$ cat config.mk
export PLATFORM = sky130hd
export DESIGN_NAME = cfg_loader
export DESIGN_NICKNAME = d
export VERILOG_FILES = /design/src/rtl/cfg_loader.sv
export SDC_FILE = /design/constraint.sdc
export NUM_CORES = 1
export LEC_CHECK = 0
export BUFFER_PORTS_ARGS = -buffer_cell sky130_fd_sc_hd__buf_2
export CAP_MARGIN = 0
export CORE_ASPECT_RATIO = 0.75
export CORE_MARGIN = 2
export CORE_UTILIZATION = 30
export CTS_CLUSTER_DIAMETER = 100
export DETAILED_ROUTE_END_ITERATION = 7
export PLACE_DENSITY = 0.54
export SLEW_MARGIN = 20
export SYNTH_ARGS = -nofsm -noshare
export SYNTH_HDL_FRONTEND = slang
export SYNTH_SLANG_ARGS = --single-unit
$ cat constraint.sdc
create_clock -name clk -period 3.2 [get_ports clk]
set_input_delay 0.48 -clock clk [delete_from_list [all_inputs] [get_ports clk]]
set_output_delay 0.48 -clock clk [all_outputs]
set_load 0.05 [all_outputs]
$ cat src/rtl/cfg_loader.sv
module cfg_loader #(
  parameter int CLK_FREQ_HZ = 100_000_000,
  parameter int DELAY_US    = 100,
  parameter int PHASE_CYC   = 2,
  parameter int CNT_W       = 16
) (
  input  logic             clk,
  input  logic             rst_n,
  input  logic             start,
  input  logic [CNT_W-1:0] byte_count,
  input  logic [7:0]       in_data,
  input  logic             in_valid,
  output logic             in_ready,
  output logic             prog_b,
  output logic             cfg_clk,
  output logic             cfg_dout,
  output logic             post_flag,
  output logic             busy,
  output logic             done
);

  localparam longint DLY_RAW = (longint'(CLK_FREQ_HZ) * DELAY_US + 999_999) / 1_000_000;
  localparam int DLY_CYC = (DLY_RAW < 1) ? 1 : int'(DLY_RAW);
  localparam int PH_CYC  = (PHASE_CYC < 1) ? 1 : PHASE_CYC;
  localparam int TMR_MAX = (DLY_CYC > PH_CYC) ? DLY_CYC : PH_CYC;
  localparam int TMR_W   = $clog2(TMR_MAX + 1);

  typedef enum logic [2:0] {S_IDLE, S_RST, S_SETTLE, S_FETCH, S_LOW, S_HIGH} st_t;

  st_t              st;
  logic [TMR_W-1:0] tmr;
  logic [CNT_W-1:0] left;
  logic [7:0]       shreg;
  logic [2:0]       bitn;

  wire dly_end = (tmr == TMR_W'(DLY_CYC - 1));
  wire ph_end  = (tmr == TMR_W'(PH_CYC - 1));

  assign busy     = (st != S_IDLE);
  assign in_ready = (st == S_FETCH);

  always_ff @(posedge clk or negedge rst_n) begin
    if (!rst_n) begin
      st        <= S_IDLE;
      tmr       <= '0;
      left      <= '0;
      shreg     <= '0;
      bitn      <= '0;
      prog_b    <= 1'b0;
      cfg_clk   <= 1'b0;
      cfg_dout  <= 1'b0;
      post_flag <= 1'b0;
      done      <= 1'b0;
    end else begin
      done <= 1'b0;
      case (st)
        S_IDLE: if (start) begin
          st        <= S_RST;
          tmr       <= '0;
          left      <= byte_count;
          prog_b    <= 1'b0;
          cfg_clk   <= 1'b0;
          cfg_dout  <= 1'b0;
          post_flag <= 1'b0;
        end
        S_RST: if (dly_end) begin
          prog_b <= 1'b1;
          tmr    <= '0;
          st     <= S_SETTLE;
        end else tmr <= tmr + 1'b1;
        S_SETTLE: if (dly_end) begin
          tmr <= '0;
          if (left == '0) begin
            st        <= S_IDLE;
            prog_b    <= 1'b0;
            cfg_dout  <= 1'b0;
            post_flag <= 1'b1;
            done      <= 1'b1;
          end else st <= S_FETCH;
        end else tmr <= tmr + 1'b1;
        S_FETCH: if (in_valid) begin
          shreg    <= in_data;
          cfg_dout <= in_data[0];
          bitn     <= '0;
          tmr      <= '0;
          st       <= S_LOW;
        end
        S_LOW: if (ph_end) begin
          cfg_clk <= 1'b1;
          tmr     <= '0;
          st      <= S_HIGH;
        end else tmr <= tmr + 1'b1;
        S_HIGH: if (ph_end) begin
          cfg_clk <= 1'b0;
          tmr     <= '0;
          if (bitn == 3'd7) begin
            left <= left - 1'b1;
            if (left == CNT_W'(1)) begin
              st        <= S_IDLE;
              prog_b    <= 1'b0;
              cfg_dout  <= 1'b0;
              post_flag <= 1'b1;
              done      <= 1'b1;
            end else st <= S_FETCH;
          end else begin
            bitn     <= bitn + 1'b1;
            shreg    <= shreg >> 1;
            cfg_dout <= shreg[1];
            st       <= S_LOW;
          end
        end else tmr <= tmr + 1'b1;
        default: st <= S_IDLE;
      endcase
    end
  end

  AST_HOLD_IN_RESET: assert property (@(posedge clk) disable iff (!rst_n)
    (st == S_RST) |-> (!prog_b && !cfg_clk && !cfg_dout && !post_flag));
  AST_NO_CLK_IN_SETTLE: assert property (@(posedge clk) disable iff (!rst_n)
    (st == S_SETTLE) |-> (prog_b && !cfg_clk));
  AST_PROG_KEPT: assert property (@(posedge clk) disable iff (!rst_n)
    (st == S_FETCH || st == S_LOW || st == S_HIGH) |-> prog_b);
  AST_DATA_STEADY_ON_RISE: assert property (@(posedge clk) disable iff (!rst_n)
    $rose(cfg_clk) |-> $stable(cfg_dout));
  AST_END_WORD: assert property (@(posedge clk) disable iff (!rst_n)
    done |-> (post_flag && !prog_b && !cfg_clk && !cfg_dout && !busy));
  AST_DONE_SINGLE: assert property (@(posedge clk) disable iff (!rst_n)
    done |=> !done);
  AST_STALL_CLK_LOW: assert property (@(posedge clk) disable iff (!rst_n)
    in_ready |-> (!cfg_clk && prog_b));
  AST_START_IGNORED: assert property (@(posedge clk) disable iff (!rst_n)
    (busy && start) |=> (left == $past(left) || $past(st) == S_HIGH));

endmodule

After elaboration in Yosys (flattened, before gate mapping)
Cells that the tools add are included.
Widths: inputs -> output; s select.

cells by class
  reduce and logical (&&, ||, !) cells = 20
  equality and inequality tests = 20
  add/sub/neg operators = 3
  muxes and demuxes = 54

operators with widths
  cell                   number
  $mux 14                4
  $pmux 14 s4            1
  $mux 16                3
  $pmux 16 s2            1
  $mux 3                 10
  $mux 8                 3
  $mux 1                 22
  $ne 2x2->1 const B     10
  $pmux 3 s6             1
  $eq 16x1->1 const B    1
  $logic_not 16->1       1
  $pmux 8 s2             1
  $sub 16x1->16 const B  1
  $add 14x1->14 const B  1
  $eq 14x1->1 const B    1
  $eq 14x14->1 const B   1
  $reduce_and 7->1       2
  $reduce_and 4->1       3
  $reduce_bool 4->1      3
  $eq 3x3->1 const B     3
  $reduce_bool 3->1      3
  $pmux 1 s4             2
  $reduce_and 8->1       1
  $eq 3x2->1 const B     2
  12 further kinds       16

word-level totals
  bits of input ports = 28
  register bits after elaboration = 49
  output and inout port bits = 7
  word-level logic and storage cells = 107

Logic depth before layout (Yosys ltp)
  depth after elaboration = 5
  gate-level depth with buffers = 8
  depth with buffers taken out = 7

Worst setup path before layout
OpenSTA, ideal clock, no wires.

  kind = reg2reg
  from = register tmr[5]
  to = register bitn[0]
  setup slack = 894 ps
  required time = 3,072 ps
  path buffers = 2
  library setup time = 128 ps
  arrival time = 2,179 ps
  cell stages (with the launch flop) = 8
  period minus slack after synthesis = 2,306 ps
  cell sequence = dfrtp_1 -> or4_1 -> buf_2 -> nor4_4 -> nand3_1 -> a21boi_1 -> buf_4 -> mux2_1

between the ends
  longest elaborated chain between the ends = 3

ends and longest elaborated chain
  what                        line  RTL
  start: declaration          31    logic [TMR_W-1:0] tmr;
  start signal: assignment    70    end else tmr <= tmr + 1'b1;
  start signal: assignment    80    end else tmr <= tmr + 1'b1;
  start signal: assignment    92    end else tmr <= tmr + 1'b1;
  $eq 14x1->1                 37    wire ph_end = (tmr == TMR_W'(PH_CYC - 1));
  $ne 2x2->1 (no line)        --
  $reduce_and 4->1 (no line)  --
  end signal: assignment      106   bitn <= bitn + 1'b1;
  end: declaration            34    logic [2:0] bitn;

Every way passes these cells.
A chain may end at the register's enable or synchronous reset.

Final worst setup path
  from = register tmr[5]
  to = register left[8]

between the ends
  longest elaborated chain between the ends = 3

ends and longest elaborated chain
  what                        line  RTL
  $eq 14x1->1                 37
  $ne 2x2->1 (no line)        --
  $reduce_and 4->1 (no line)  --
  end signal: assignment      60    left <= byte_count;
  end signal: assignment      97    left <= left - 1'b1;
  end: declaration            32    logic [CNT_W-1:0] left;

Every way passes these cells.

==> run_results.csv <==
group,metric,value,unit
sta,slew_headroom,47.65,%
sta,worst_pin_slew,0.7781,ns
grt,overflow,0,
grt,grt.total_usage,14.06,%
sta,slew_violations,0,
power,seq_power_share,37.4,%
worst_setup_path,crit_arrival,2.87,ns
sta,clock.fmax,370.0,MHz
clock_network,cts_buffer_depth,2,
worst_setup_path,worstSetupPathType,"register to register",
clock_network,h-tree-depth,2,
power,comb_power_share,41.3,%
power,power_switching_share,42.58,%
clock_network,clock_latency,0.29,ns
finish,fin_nets,414,
logic_synthesis,ys_types,59,
route,finalWirelength,7280,um
worst_setup_path,worstPathMaxFanout,17,
worst_setup_path,end_kind,"register",
sta,finalHoldViolCount,0,
sta,tns,0,ns
floorplanning,die_area,0.01067,mm2
route,via_per_inst,5.168,
outcome,status,"completed",
sta,finClkSkew,0.006547,ns
clock_network,cts_tree,"built",
placement,gp_congestion,0.7891,
power,power_density,823.5,mW/mm2
logic_synthesis,syn_area,0.002955,mm2
floorplanning,dieHeight,89.96,um
placement,hpwl,5232,um
flow_run,drv_cap,0,
logic_synthesis,yosysWarnings,0,
logic_synthesis,netlist_instances,346,
floorplanning,die-width,118.6,um
logic_synthesis,syn_nets,381,
finish,nFillCells,1028,
route,drc,0,
grt,grt_max_degree,29,
power,max-vdd-ir-drop,0.2647,mV
sta,setup_viol,0,
power,clkPwrFrac,21.3,%
route,vias,2646,
finish,n_antenna_cell,0,
route,first_pass_iters,4,
logic_synthesis,synth_top_cell_by_area,"dfrtp_1",
route,first_iter_violations,178,
floorplanning,coreArea,0.009619,mm2
power,p_sw,1213,uW
route,ant_nets,0,
sta,post-route-min-period,2.703,ns
logic_synthesis,avgSynthCellArea,8.541,um2
grt,grt_pass1_wl,12320,um
clock_network,cts_resized,0,
clock_network,numClockSinks,48,
clock_network,path_clk_slew,0.07,ns
hold_path,hp-class,"input port to asynchronous set/reset pin",
worst_setup_path,cp.required,3.37,ns
finish,mostFrequentLayoutCell,"dfrtp_1",
clock_network,cts_buffers,5,
logic_synthesis,synth_edf_count,0,
finish,final_cell_mix,"dfrtp_1 (48), nor2_1 (43), nand2_1 (42)",
clock_network,cts_root_buffer,"clkbuf_16",
clock_network,cts_setup_buffers,0,
sta,rsz0062_at_grt,"no",
finish,utilization,35.95,%
floorplanning,start_util,30.72,%
grt,grt_antenna_before_repair,0,
power,internal-power,1635,uW
logic_synthesis,dominantRegCellSynth,"dfrtp_1",
logic_synthesis,ys_seq_area_share,40.64,%
logic_synthesis,netlist_top_cells_area,"dfrtp_1 (41%), nor2_1 (5.5%), nand2_1 (5.3%)",
grt,grt_pass1_vias,2509,
logic_synthesis,ys_ff_latch,48,
finish,synthToLayoutAreaGrowth,17.02,%
finish,drive_gt1_share,16.58,%
power,p_leak,0.001500,uW
placement,port_buffers,34,
route,drt-wirelength-per-cell,14.22,um
clock_network,cts_hold_buf,0,
floorplanning,ioPinCount,35,
floorplanning,num_rows,31,
worst_setup_path,ff2ff_path_depth,6,
sta,fin_crit_sh,84.47,%
logic_synthesis,async_flop_share,100.0,%
worst_setup_path,start_kind,"register",
logic_synthesis,yosysTopAreaCellShare,40.64,%
==> power groups by stage <==
stage / clock network, uW / registers, uW / logic [uW]
3_5_place_dp: 0 / 1070 / 1180
3_3_place_gp: 0 / 1070 / 1170
5_1_grt: 649 / 1110 / 1320
6_report: 606 / 1060 / 1180
2_1_floorplan: 0 / 1050 / 862
4_1_cts: 626 / 1060 / 1180
==> kinds of logic (layout without fill, tap and decap cells) <==
| family | after synthesis | after routing | share of synthesized area, % |
|---|---|---|---|
| DFF | 48 | 48 | 40.64 |
| xor gates and xnor gates | 7 | 7 | 2.075 |
| buffers and inverters | 27 | 61 | 3.641 |
| AOI/OAI and AO/OA | 90 | 90 | 19.43 |
| and+or+nand+nor | 155 | 155 | 26.80 |
| adders and majority gates | 7 | 7 | 2.963 |
| muxes | 12 | 12 | 4.446 |
==> final cells by class <==
type	count	area (um2)	area share (%)
Multi-Input combinational cell	271	1653	47.79
Inverter	11	41.29	1.194
Timing Repair Buffer	42	230.2	6.657
Tap cell	132	165.2	4.776
Clock buffer	5	125.1	3.618
Clock inverter	3	42.54	1.230
Sequential cell	48	1201	34.73
==> metal layers <==
layer	up-vias	wire length, um	track usage [%]
li1	1323	-	-
met1	1264	3812	20.76
met2	54	3137	20.79
met3	5	258	2.538
met4	0	72	4.365
met5	-	0	0
==> worst max-delay path, cell delays in order, from the launching register on <==
cell	delay [ns]
dfrtp_1	0.44
or4_1	0.71
nor4_4	0.48
a31oi_2	0.38
buf_4	0.32
o21ai_0	0.17
o21ai_1	0.08
==> metrics by stage <==
step	power (uW)	worst slack, ns	std cells	instance area, um2	hold WS (ns)
3_5_place_dp	2250	0.5432	504	3291	0.4746
4_1_cts	2871	0.5349	512	3458	0.2697
2_1_floorplan	1913	0.8938	346	2955	0.1844
6_report	2848	0.4971	512	3458	0.2387
3_3_place_gp	2237	0.5959	504	3291	0.4657
5_1_grt	3081	0.2886	512	3458	0.2845
==> cell usage after synthesis, types with 4 or more instances <==
cell type	instances
xor2_1	6
dfrtp_1	48
ha_1	7
nor2_1	43
inv_1	11
nor2b_1	7
mux2_1	8
nand2_1	42
nor4_1	10
nand3_1	6
nand4_1	11
a21oi_1	18
and3_1	4
clkbuf_1	12
o21ai_1	17
o21ai_0	19
nor3_1	7
==> worst paths after layout <==
check / start / slack, ns / endpoint
min in group clk: in_data[7] / 0.43 / shreg[7]$_DFFE_PN0P_
max in group asynchronous: rst_n / 2.22 / left[15]$_DFFE_PN0P_
setup / recovery: tmr[5]$_DFFE_PN0P_ / 0.50 / left[8]$_DFFE_PN0P_
hold / removal: rst_n / 0.24 / tmr[4]$_DFFE_PN0P_
setup reg to reg: tmr[5]$_DFFE_PN0P_ / 0.50 / left[8]$_DFFE_PN0P_
hold reg to reg: shreg[5]$_DFFE_PN0P_ / 0.49 / shreg[5]$_DFFE_PN0P_
==> state kept, by name, summed over array words and instances, names as in the netlist <==
name       count
bitn           3
cfg_clk        1
cfg_dout       1
done           1
left          16
post_flag      1
prog_b         1
shreg          7
st             3
tmr           14
No activity file was read; power rests on OpenSTA's default activity.
